==> src/rtl/shadow_bank_pkg.sv <==
package shadow_bank_pkg;

    typedef enum logic [0:0] {
        UPD_IDLE  = 1'b0,
        UPD_ARMED = 1'b1
    } upd_state_e;

    localparam int unsigned CTRL_REQ_BIT  = 0;
    localparam int unsigned CTRL_SRST_BIT = 1;

endpackage

==> src/rtl/shadow_group.sv <==
module shadow_group #(
    parameter int unsigned NREG = 4,
    parameter int unsigned DW   = 32,
    localparam int unsigned IDX_W = (NREG > 1) ? $clog2(NREG) : 1,
    localparam int unsigned FLAT  = NREG * DW
) (
    input  logic             clk,
    input  logic             rst_n,
    input  logic             clr,
    input  logic             wr_en,
    input  logic [IDX_W-1:0] wr_idx,
    input  logic [DW-1:0]    wr_data,
    input  logic             load,
    output logic [FLAT-1:0]  work_flat,
    output logic [FLAT-1:0]  act_flat
);

    for (genvar r = 0; r < NREG; r++) begin : g_reg
        always_ff @(posedge clk or negedge rst_n) begin
            if (!rst_n) begin
                work_flat[r*DW +: DW] <= '0;
                act_flat[r*DW +: DW]  <= '0;
            end else if (clr) begin
                work_flat[r*DW +: DW] <= '0;
                act_flat[r*DW +: DW]  <= '0;
            end else begin
                if (load)
                    act_flat[r*DW +: DW] <= work_flat[r*DW +: DW];
                if (wr_en && (wr_idx == IDX_W'(r)))
                    work_flat[r*DW +: DW] <= wr_data;
            end
        end
    end

endmodule

==> src/rtl/upd_fsm.sv <==
module upd_fsm
    import shadow_bank_pkg::*;
(
    input  logic clk,
    input  logic rst_n,
    input  logic clr,
    input  logic req,
    input  logic vsync,
    output logic pending,
    output logic service
);

    upd_state_e state, nxt;

    always_ff @(posedge clk or negedge rst_n) begin
        if (!rst_n) state <= UPD_IDLE;
        else        state <= nxt;
    end

    always_comb begin
        nxt = state;
        if (clr) begin
            nxt = UPD_IDLE;
        end else begin
            unique case (state)
                UPD_IDLE:  if (req) nxt = UPD_ARMED;
                UPD_ARMED: if (vsync && !req) nxt = UPD_IDLE;
                default:   nxt = UPD_IDLE;
            endcase
        end
    end

    always_comb begin
        pending = (state == UPD_ARMED);
        service = (state == UPD_ARMED) && vsync && !clr;
    end

    // a serviced request with no new one drops; an unserviced one stays
    p_pending_drop_r7: assert property (@(posedge clk) disable iff (!rst_n)
        (pending && vsync && !req && !clr) |=> !pending);
    p_pending_hold_r7: assert property (@(posedge clk) disable iff (!rst_n)
        (pending && !vsync && !clr) |=> pending);
    // a request arriving with the vsync survives it
    p_req_survives_r9: assert property (@(posedge clk) disable iff (!rst_n)
        (req && !clr) |=> pending);

endmodule

==> src/rtl/vsync_shadow_bank.sv <==
module vsync_shadow_bank
    import shadow_bank_pkg::*;
#(
    parameter int unsigned NUM_WIN      = 2,
    parameter int unsigned REGS_PER_WIN = 4,
    parameter int unsigned NGLOB        = 2,
    parameter int unsigned DW           = 32,
    parameter int unsigned ADDR_W       = 6
) (
    input  logic                              clk,
    input  logic                              rst_n,
    input  logic                              wr_en,
    input  logic [ADDR_W-1:0]                 wr_addr,
    input  logic [DW-1:0]                     wr_data,
    input  logic [ADDR_W-1:0]                 rd_addr,
    input  logic                              rd_active,
    output logic [DW-1:0]                     rd_data,
    input  logic                              vsync,
    output logic [NUM_WIN*REGS_PER_WIN*DW-1:0] win_active,
    output logic [NGLOB*DW-1:0]               glob_active
);

    localparam int unsigned RIDX_W = (REGS_PER_WIN > 1) ? $clog2(REGS_PER_WIN) : 1;
    localparam int unsigned GIDX_W = (NGLOB > 1) ? $clog2(NGLOB) : 1;
    localparam int unsigned WIN_W  = (NUM_WIN > 1) ? $clog2(NUM_WIN) : 1;
    localparam int unsigned WFLAT  = REGS_PER_WIN * DW;
    localparam int unsigned GFLAT  = NGLOB * DW;
    localparam logic [ADDR_W-1:0] A_CTRL   = ADDR_W'(0);
    localparam logic [ADDR_W-1:0] A_PROT   = ADDR_W'(1);
    localparam logic [ADDR_W-1:0] A_GLOB   = ADDR_W'(2);
    localparam logic [ADDR_W-1:0] A_GEND   = ADDR_W'(2 + NGLOB);
    localparam logic [ADDR_W-1:0] WIN_BASE = ADDR_W'(8);

    logic [NUM_WIN-1:0] protect;
    logic               srst, req, pending, service;
    logic [WFLAT-1:0]   win_work [NUM_WIN];
    logic [WFLAT-1:0]   win_act  [NUM_WIN];
    logic [GFLAT-1:0]   glob_work, glob_act;

    // write decode
    logic               w_ctrl, w_prot, w_glob, w_win;
    logic [ADDR_W-1:0]  w_wofs;
    logic [ADDR_W-RIDX_W-1:0] w_wsel;
    logic [RIDX_W-1:0]  w_ridx;
    logic [WIN_W-1:0]   w_widx;
    logic [GIDX_W-1:0]  w_gidx;

    always_comb begin
        w_ctrl = wr_en && (wr_addr == A_CTRL);
        w_prot = wr_en && (wr_addr == A_PROT);
        w_glob = wr_en && (wr_addr >= A_GLOB) && (wr_addr < A_GEND);
        w_gidx = GIDX_W'(wr_addr - A_GLOB);
        w_wofs = ADDR_W'(wr_addr - WIN_BASE);
        w_ridx = w_wofs[RIDX_W-1:0];
        w_wsel = w_wofs[ADDR_W-1:RIDX_W];
        w_widx = w_wsel[WIN_W-1:0];
        w_win  = wr_en && (wr_addr >= WIN_BASE) && (int'(w_wsel) < NUM_WIN);
        srst   = w_ctrl && wr_data[CTRL_SRST_BIT];
        req    = w_ctrl && wr_data[CTRL_REQ_BIT] && !srst;
    end

    always_ff @(posedge clk or negedge rst_n) begin
        if (!rst_n)      protect <= '0;
        else if (srst)   protect <= '0;
        else if (w_prot) protect <= wr_data[NUM_WIN-1:0];
    end

    upd_fsm u_upd (
        .clk     (clk),
        .rst_n   (rst_n),
        .clr     (srst),
        .req     (req),
        .vsync   (vsync),
        .pending (pending),
        .service (service)
    );

    shadow_group #(.NREG(NGLOB), .DW(DW)) u_glob (
        .clk       (clk),
        .rst_n     (rst_n),
        .clr       (srst),
        .wr_en     (w_glob),
        .wr_idx    (w_gidx),
        .wr_data   (wr_data),
        .load      (service),
        .work_flat (glob_work),
        .act_flat  (glob_act)
    );
    assign glob_active = glob_act;

    for (genvar w = 0; w < NUM_WIN; w++) begin : g_win
        shadow_group #(.NREG(REGS_PER_WIN), .DW(DW)) u_grp (
            .clk       (clk),
            .rst_n     (rst_n),
            .clr       (srst),
            .wr_en     (w_win && (w_widx == WIN_W'(w))),
            .wr_idx    (w_ridx),
            .wr_data   (wr_data),
            .load      (vsync && !protect[w]),
            .work_flat (win_work[w]),
            .act_flat  (win_act[w])
        );
        assign win_active[w*WFLAT +: WFLAT] = win_act[w];

        // unprotected window takes the pre-edge working set
        p_copy_unprot_r3: assert property (@(posedge clk) disable iff (!rst_n)
            (vsync && !protect[w] && !srst) |=> (win_act[w] == $past(win_work[w])));
        // protected window holds across vsync
        p_hold_prot_r4: assert property (@(posedge clk) disable iff (!rst_n)
            (vsync && protect[w] && !srst) |=> $stable(win_act[w]));
        // no vsync, no change to the active set
        p_hold_novs_r2: assert property (@(posedge clk) disable iff (!rst_n)
            (!vsync && !srst) |=> $stable(win_act[w]));
    end

    // read decode
    logic [ADDR_W-1:0]  r_wofs;
    logic [ADDR_W-RIDX_W-1:0] r_wsel;
    logic [RIDX_W-1:0]  r_ridx;
    logic [WIN_W-1:0]   r_widx;
    logic [GIDX_W-1:0]  r_gidx;

    always_comb begin
        r_gidx = GIDX_W'(rd_addr - A_GLOB);
        r_wofs = ADDR_W'(rd_addr - WIN_BASE);
        r_ridx = r_wofs[RIDX_W-1:0];
        r_wsel = r_wofs[ADDR_W-1:RIDX_W];
        r_widx = r_wsel[WIN_W-1:0];
        rd_data = '0;
        if (rd_addr == A_CTRL) begin
            rd_data[CTRL_REQ_BIT] = pending;
        end else if (rd_addr == A_PROT) begin
            rd_data[NUM_WIN-1:0] = protect;
        end else if ((rd_addr >= A_GLOB) && (rd_addr < A_GEND)) begin
            rd_data = rd_active ? glob_act[r_gidx*DW +: DW] : glob_work[r_gidx*DW +: DW];
        end else if ((rd_addr >= WIN_BASE) && (int'(r_wsel) < NUM_WIN)) begin
            rd_data = rd_active ? win_act[r_widx][r_ridx*DW +: DW]
                                : win_work[r_widx][r_ridx*DW +: DW];
        end
    end

    // frame group moves only on a serviced vsync
    p_glob_hold_r8: assert property (@(posedge clk) disable iff (!rst_n)
        (!(vsync && pending) && !srst) |=> $stable(glob_act));
    p_glob_copy_r8: assert property (@(posedge clk) disable iff (!rst_n)
        (vsync && pending && !srst) |=> (glob_act == $past(glob_work)));
    // soft reset clears protect, request and frame group at once
    p_srst_clear_r10: assert property (@(posedge clk) disable iff (!rst_n)
        srst |=> (protect == '0 && !pending && glob_act == '0));

endmodule

==> config.mk <==
export PLATFORM = sky130hd
export DESIGN_NAME = vsync_shadow_bank
export DESIGN_NICKNAME = d
export VERILOG_FILES = /design/src/rtl/shadow_bank_pkg.sv /design/src/rtl/shadow_group.sv /design/src/rtl/upd_fsm.sv /design/src/rtl/vsync_shadow_bank.sv
export SDC_FILE = /design/constraint.sdc
export NUM_CORES = 1
export LEC_CHECK = 0
export ABC_AREA = 1
export BUFFER_PORTS_ARGS = -buffer_cell sky130_fd_sc_hd__clkbuf_2
export CAP_MARGIN = 20
export CORE_MARGIN = 3
export CORE_UTILIZATION = 60
export CTS_BUF_LIST = sky130_fd_sc_hd__clkbuf_8
export DETAILED_ROUTE_END_ITERATION = 6
export PLACE_DENSITY_LB_ADDON = 0.1
export SLEW_MARGIN = 40
export SYNTH_ARGS = -nofsm -noshare
export SYNTH_HDL_FRONTEND = slang
export SYNTH_SLANG_ARGS = --single-unit
==> constraint.sdc <==
create_clock -name clk -period 5.5 [get_ports clk]
set_clock_uncertainty 0.2 [all_clocks]
set_input_delay 1.1 -clock clk [delete_from_list [all_inputs] [get_ports clk]]
set_output_delay 1.1 -clock clk [all_outputs]
set_load 0.01 [all_outputs]
==> out/qor.yml, run 1 <==
critical_path:
  cp.required_ns: 4.20
  crit_path_start_kind: "input pin"
  r2r_start: "protect[0]$_DFFE_PN0P_"
  worst-path-max-fanout: 65
  cp.arrival_ns: 3.34
  cp-end-kind: "primary output"
  crit_start: "rd_addr[2]"
  worstSetupPathType: "input pin to primary output"
clock_tree:
  htree_num_levels: 3
  cts.path.max_buffers: 3
  numCtsBuffers: 105
  cts_tree: "yes"
  clock_latency_ns: 0.72
  cts_hold_buf: 0
  root_buffer: "clkbuf_8"
  post_cts_buffers: 0
  ctsResizeCount: 0
  clk_pin_slew_ns: 0.06
  cts.sinks: 643
drt:
  ant_nets: 0
  routed_via_density: 5.78
  drc: 0
  wire_per_inst_um: 21.6
  drt-pass1-iter-count: 6
  drt_iter0_drc: 3314
  routed_wl_um: 113000
  vias: 30200
job:
  drv_cap: 0
final_layout:
  final_util: 0.700
  stdcell_count: 5225
  area_delta_synth_final_pct: 13.9
  n_fill_cell: 4376
  nets: 4515
  drive_above_1_share: 0.164
logic_synthesis:
  synth.largest_area_cell: "dfrtp_1"
  synth_common_cells: "nand2_1, o21ai_0, dfrtp_1"
  synth_cell_types: 26
  yosys_warnings: 0
  async_flop_share: 1.00
  synth_ff_type: "dfrtp_1"
  syn_nets: 4241
  avgSynthCellArea_um2: 7.61
  synth_area_leaders: "dfrtp_1, nand2_1, o21ai_0"
  synth_top_cell_area_share: 0.504
  synth_seq_cells: 643
  syn_area_mm2: 0.0319
  synth_edf_count: 0
  synthCells: 4190
  ys_seq_area_frac: 0.504
  yosysMostFrequentCell: "nand2_1"
pwr:
  vdd_drop_max_mv: 0.264
  power_mw: 16.1
  powerDensity_mw_per_mm2: 443
  p_leak_nw: 19.8
grt:
  grtUsageMet3: 0.0807
  overflow: 0
  grt.busiest_layer: "met2"
  antenna_found_initial: 0
  use_met2: 0.608
  grt_pass1_wl_um: 170000
  grt_max_degree: 150
  grt_use_met1: 0.512
  grt_pass1_vias: 27500
  grt_use_total: 0.396
worst_hold_path:
  hp-class: "input pin to async pin"
floorplanning:
  io_pins: 401
  die_height_um: 237
  die_w_um: 237
  die_area_mm2: 0.0560
  start_util: 0.614
  core-area_mm2: 0.0519
  rows: 83
timing:
  tightestPinTransition_ns: 0.803
  fmax_mhz: 216
  period_needed_ns: 4.64
  rsz0062_at_grt: "no"
  setup_viol: 0
  slew_headroom: 0.465
  slew_viol_final: 0
  tns_ns: 0
  fin_crit_sh: 0.843
  hold_viol_final: 0
  hold-worst-slack_ns: 0.208
placed_design:
  place_inst: 5037
  dp_hpwl_um: 75900
  port_buffers: 400
  finalWeightedCongestion: 0.959
run_status:
  status: "complete, no violations"
==> cells by family after synthesis <==
family / synth area share
buffers and inverters: 0.102
AND/OR/NAND/NOR: 0.215
adder cells (fa/ha/maj): 0.000784
AO/OA/AOI/OAI: 0.153
flip-flops: 0.504
multiplexers: 0.0251
==> stage by stage <==
stage	cell area, um2	worst slack (ns)
3_3_place_gp	34100	0.871
2_1_floorplan	31900	1.98
5_1_grt	36300	0.822
6_report	36300	0.863
4_1_cts	36300	0.892
3_5_place_dp	34200	0.904
==> layer usage <==
metal / wire length, um / vias to the layer above
met3: 10700 / 356
met4: 8950 / 0
met5: 0 / -
li1: - / 13800
met1: 41900 / 14300
met2: 51200 / 1678
==> critical path, cell delays in order <==
cell and delay [ns]:
buf_8 0.19, inv_6 0.34, buf_12 0.40, buf_4 0.31, nand2_1 0.07, nand3_1 0.07
nand3_1 0.13, nand3_1 0.15, nand3_1 0.21, nand2_1 0.16, clkbuf_2 0.14
==> path summary, 6_finish.rpt <==
kind / end / slack [ns] / cells after the start
hold reg to reg: u_glob.work_flat[38]$_DFFE_PN0P_ / 0.28 / 2
setup / recovery: rd_data[20] / 0.86 / 11
min in group clk: u_glob.work_flat[38]$_DFFE_PN0P_ / 0.28 / 2
setup reg to reg: g_win[0].u_grp.act_flat[18]$_DFFE_PN0P_ / 3.23 / 6
hold / removal: g_win[1].u_grp.act_flat[36]$_DFFE_PN0P_ / 0.21 / 1
max in group asynchronous: g_win[1].u_grp.act_flat[84]$_DFFE_PN0P_ / 3.73 / 2
==> state kept, by name, summed over array words and instances, names as in the netlist <==
name	count
g_win.u_grp.act_flat	256
g_win.u_grp.work_flat	256
u_glob.act_flat	64
u_glob.work_flat	64
protect	2
u_upd.pending	1
==> cells in the final DEF, fill, tap and decap left out, types with 3 or more instances in the layout <==
master	Yosys	routed
o211ai_1	31	31
clkbuf_2	7	397
o21ai_0	677	677
nand2_4	0	3
inv_2	22	20
o22ai_1	3	3
o21ai_1	72	72
mux2_2	71	71
nand2_1	1366	1361
buf_4	5	38
nand2_2	25	26
dfrtp_1	643	643
buf_8	0	4
o21ai_2	7	7
inv_1	508	541
buf_12	0	12
nand3_1	287	287
nor2_2	1	4
nor2_1	26	21
clkinv_2	0	8
a21oi_1	156	156
clkbuf_8	0	145
==> final cells by class <==
class / instances / area [um2] / share of cell area
antenna: 1 / 2.50 / 0.0000689
multi-input combinational: 2729 / 12600 / 0.347
clock buffer: 145 / 2000 / 0.0549
sequential: 643 / 16100 / 0.443
inverter: 532 / 2010 / 0.0552
tap: 680 / 851 / 0.0234
timing repair buffer: 453 / 2590 / 0.0714
clock inverter: 42 / 173 / 0.00475
==> power breakdown <==
part / leakage [nW] / internal [mW] / switching, mW
combinational: 10.5 / 1.70 / 3.03
clock: 1.26 / 2.32 / 1.96
sequential: 8.06 / 6.07 / 1.02
total: 19.8 / 10.1 / 6.01
Power figures use the tool's default switching activity.
==> run 2, diff against run 1 <==
- CORE_UTILIZATION: 60 -> 55
- clock period: 5.5 -> 3.8 ns (I/O delays scaled with it)
==> run 2 against run 1 <==
Compared with the run above:
- count of clock-buffer cells in the layout grew 5
- die area grew 8.9%
- critical path depth is 1 lower
- sequential power is 45% higher
- hold slack lost 0.050 ns
- non-clock buffer count up 41
- flip-flop and latch count unchanged
- cell area increased by 2.1%
- largest power group unchanged
- global-route usage decreased by 1.9 points
- final cell count up 2.2%
==> out/qor.yml, run 2 (synthesis results as in run 1) <==
clock_tree:
  cts_tree: "yes"
  root_buffer: "clkbuf_8"
  clk_pin_slew_ns: 0.06  # about the same
  htree_num_levels: 3  # unchanged
  post_cts_buffers: 0  # unchanged
  ctsResizeCount: 0  # unchanged
  cts.sinks: 643  # unchanged
  numCtsBuffers: 110  # +4.8%
  cts.path.max_buffers: 3  # unchanged
  clock_latency_ns: 0.71  # about the same
critical_path:
  worst-path-max-fanout: 40  # -38%
  critPathMaxStageDelay_ns: 0.37  # -0.03 ns
  cp-end-kind: "primary output"
  slowest_stage: "o21ai_0"
  crit_chain: "buf_8, buf_12, buf_12, o21ai_0, o21ai_0, buf_4, nand2_1, nand3_1, nand2_1, clkbuf_2"
  crit_path_start_kind: "input pin"
  cp.arrival_ns: 2.70  # -0.64 ns
  worstSetupPathType: "input pin to primary output"
  cp.required_ns: 2.84  # -1.36 ns
floorplanning:
  start_util: 0.560  # -0.0540
  die_height_um: 247  # +4.3%
  rows: 87  # +4.8%
  core-area_mm2: 0.0569  # +9.6%
  die_w_um: 247  # +4.3%
  die_area_mm2: 0.0609  # +8.9%
  io_pins: 401  # unchanged
final_layout:
  area_delta_synth_final_pct: 16.3
  diodes: 0  # -1
  drive_above_1_share: 0.173  # +0.00842
  nets: 4561  # +1.0%
  final_cell_mix: "nand2_1, o21ai_0, dfrtp_1, inv_1, clkbuf_2"
  layout_commonest_cell: "nand2_1"
  reg_top3: "g_win.u_grp.act_flat: 256 flops, g_win.u_grp.work_flat: 256 flops"
job:
  drv_cap: 0  # unchanged
placed_design:
  finalWeightedCongestion: 0.947  # -1.2%
  dp_hpwl_um: 79600  # +4.9%
  port_buffers: 400  # unchanged
timing:
  rsz0062_at_grt: "no"
  slew_viol_final: 0  # unchanged
  tns_ns: 0  # unchanged
  fmax_mhz: 273
  fin_crit_sh: 0.964
  hold_viol_final: 0  # unchanged
  period_needed_ns: 3.66
  setup_viol: 0  # unchanged
  slew_headroom: 0.443  # -0.0217
  tightestPinTransition_ns: 0.835  # +0.0314 ns
run_status:
  status: "complete, no violations"
grt:
  grt_pass1_wl_um: 174000  # +2.1%
  grt_pass1_vias: 27400  # -0.49%
  antenna_found_initial: 1  # +1
  overflow: 0  # unchanged
  grt_max_degree: 195  # +30%
  grt_use_total: 0.378  # -0.0186
drt:
  drc: 0  # unchanged
  routed_wl_um: 116000  # +2.6%
  drt_iter0_drc: 2817  # -15%
  ant_nets: 0  # unchanged
  vias: 29900  # -0.81%
  routed_via_density: 5.61  # -2.9%
  drt-pass1-iter-count: 6  # unchanged
  wire_per_inst_um: 21.7  # +0.44%
pwr:
  p_leak_nw: 20.1  # +1.5%
  power_mw: 23.5  # +46%
  vdd_drop_max_mv: 0.429  # +63%
  powerDensity_mw_per_mm2: 634  # +43%
worst_hold_path:
  hp-class: "input pin to flip-flop"
## run 2: cell count changes in the layout (fill, tap and decap cells not counted), sizes merged
cell,before,now
buf,56,96
clkinv,10,11
dlygate4sd3,0,1
clkinvlp,0,1
diode,1,0
clkbuf,542,547
inv,564,555
## run 2: per-stage QoR
| step | std cells | utilization | cell area (um2) | setup slack (ns) | hold slack (ns) |
|---|---|---|---|---|---|
| 5_1_grt | 5339 | 0.652 | 37100 | 0.0698 | 0.142 |
| 4_1_cts | 5337 | 0.651 | 37100 | 0.186 | 0.125 |
| 3_3_place_gp | 5151 | 0.612 | 34800 | 0.236 | 0.264 |
| 2_1_floorplan | 4190 | - | 31900 | 0.958 | 0.253 |
| 3_5_place_dp | 5151 | 0.612 | 34800 | 0.188 | 0.272 |
| 6_report | 5339 | 0.652 | 37100 | 0.136 | 0.157 |
## run 2: layout make-up
type | instances | area (um2)
clock buffers | 150 | 2060
well taps | 756 | 946
flip-flops and latches | 643 | 16100
multi-input cells | 2729 | 12600
inverters | 532 | 2010
clock inverters | 35 | 144
repair buffers | 494 | 3230
fillers | 5053 | 19800
## run 2: metal layers
| metal | global-route usage | part of all wire | vias up |
|---|---|---|---|
| met4 | 0.212 | 0.067 | 2 |
| met3 | 0.0722 | 0.081 | 300 |
| met5 | 0 | 0.00011 | - |
| li1 | - | - | 13900 |
| met1 | 0.476 | 0.38 | 14200 |
| met2 | 0.613 | 0.47 | 1462 |
## run 2: worst paths after layout
kind | start | to | slack [ns] | depth (start not counted)
min reg2reg | u_glob.work_flat[39]$_DFFE_PN0P_ | u_glob.work_flat[39]$_DFFE_PN0P_ | 0.28 | 2
min | wr_data[30] | u_glob.work_flat[62]$_DFFE_PN0P_ | 0.16 | 3
min in group asynchronous | rst_n | g_win[0].u_grp.act_flat[58]$_DFFE_PN0P_ | 0.44 | 2
max in group asynchronous | rst_n | u_glob.act_flat[38]$_DFFE_PN0P_ | 1.98 | 3
max | rd_addr[2] | rd_data[19] | 0.14 | 10
max reg2reg | protect[1]$_DFFE_PN0P_ | g_win[1].u_grp.act_flat[115]$_DFFE_PN0P_ | 1.59 | 6
## run 2: critical path: cells and delay by family
kind            cells  cell delay [ns]
simple gates        3             0.37
buf+inv             5             1.05
compound gates      2             0.47
## run 2: timing repair
| item | CTS | global route |
|---|---|---|
| hold buffers | 1 | 0 |
| endpoints found under the setup margin | 0 | 0 |
| hold endpoints to repair | 53 | 0 |
## run 2: report_power, final
| group | leakage (nW) | internal (mW) | switching [mW] | total (mW) |
|---|---|---|---|---|
| clock | 1.25 | 3.46 | 2.86 | 6.32 |
| combinational | 10.8 | 2.52 | 4.37 | 6.89 |
| sequential | 8.06 | 8.79 | 1.54 | 10.3 |
| total | 20.1 | 14.8 | 8.77 | 23.5 |
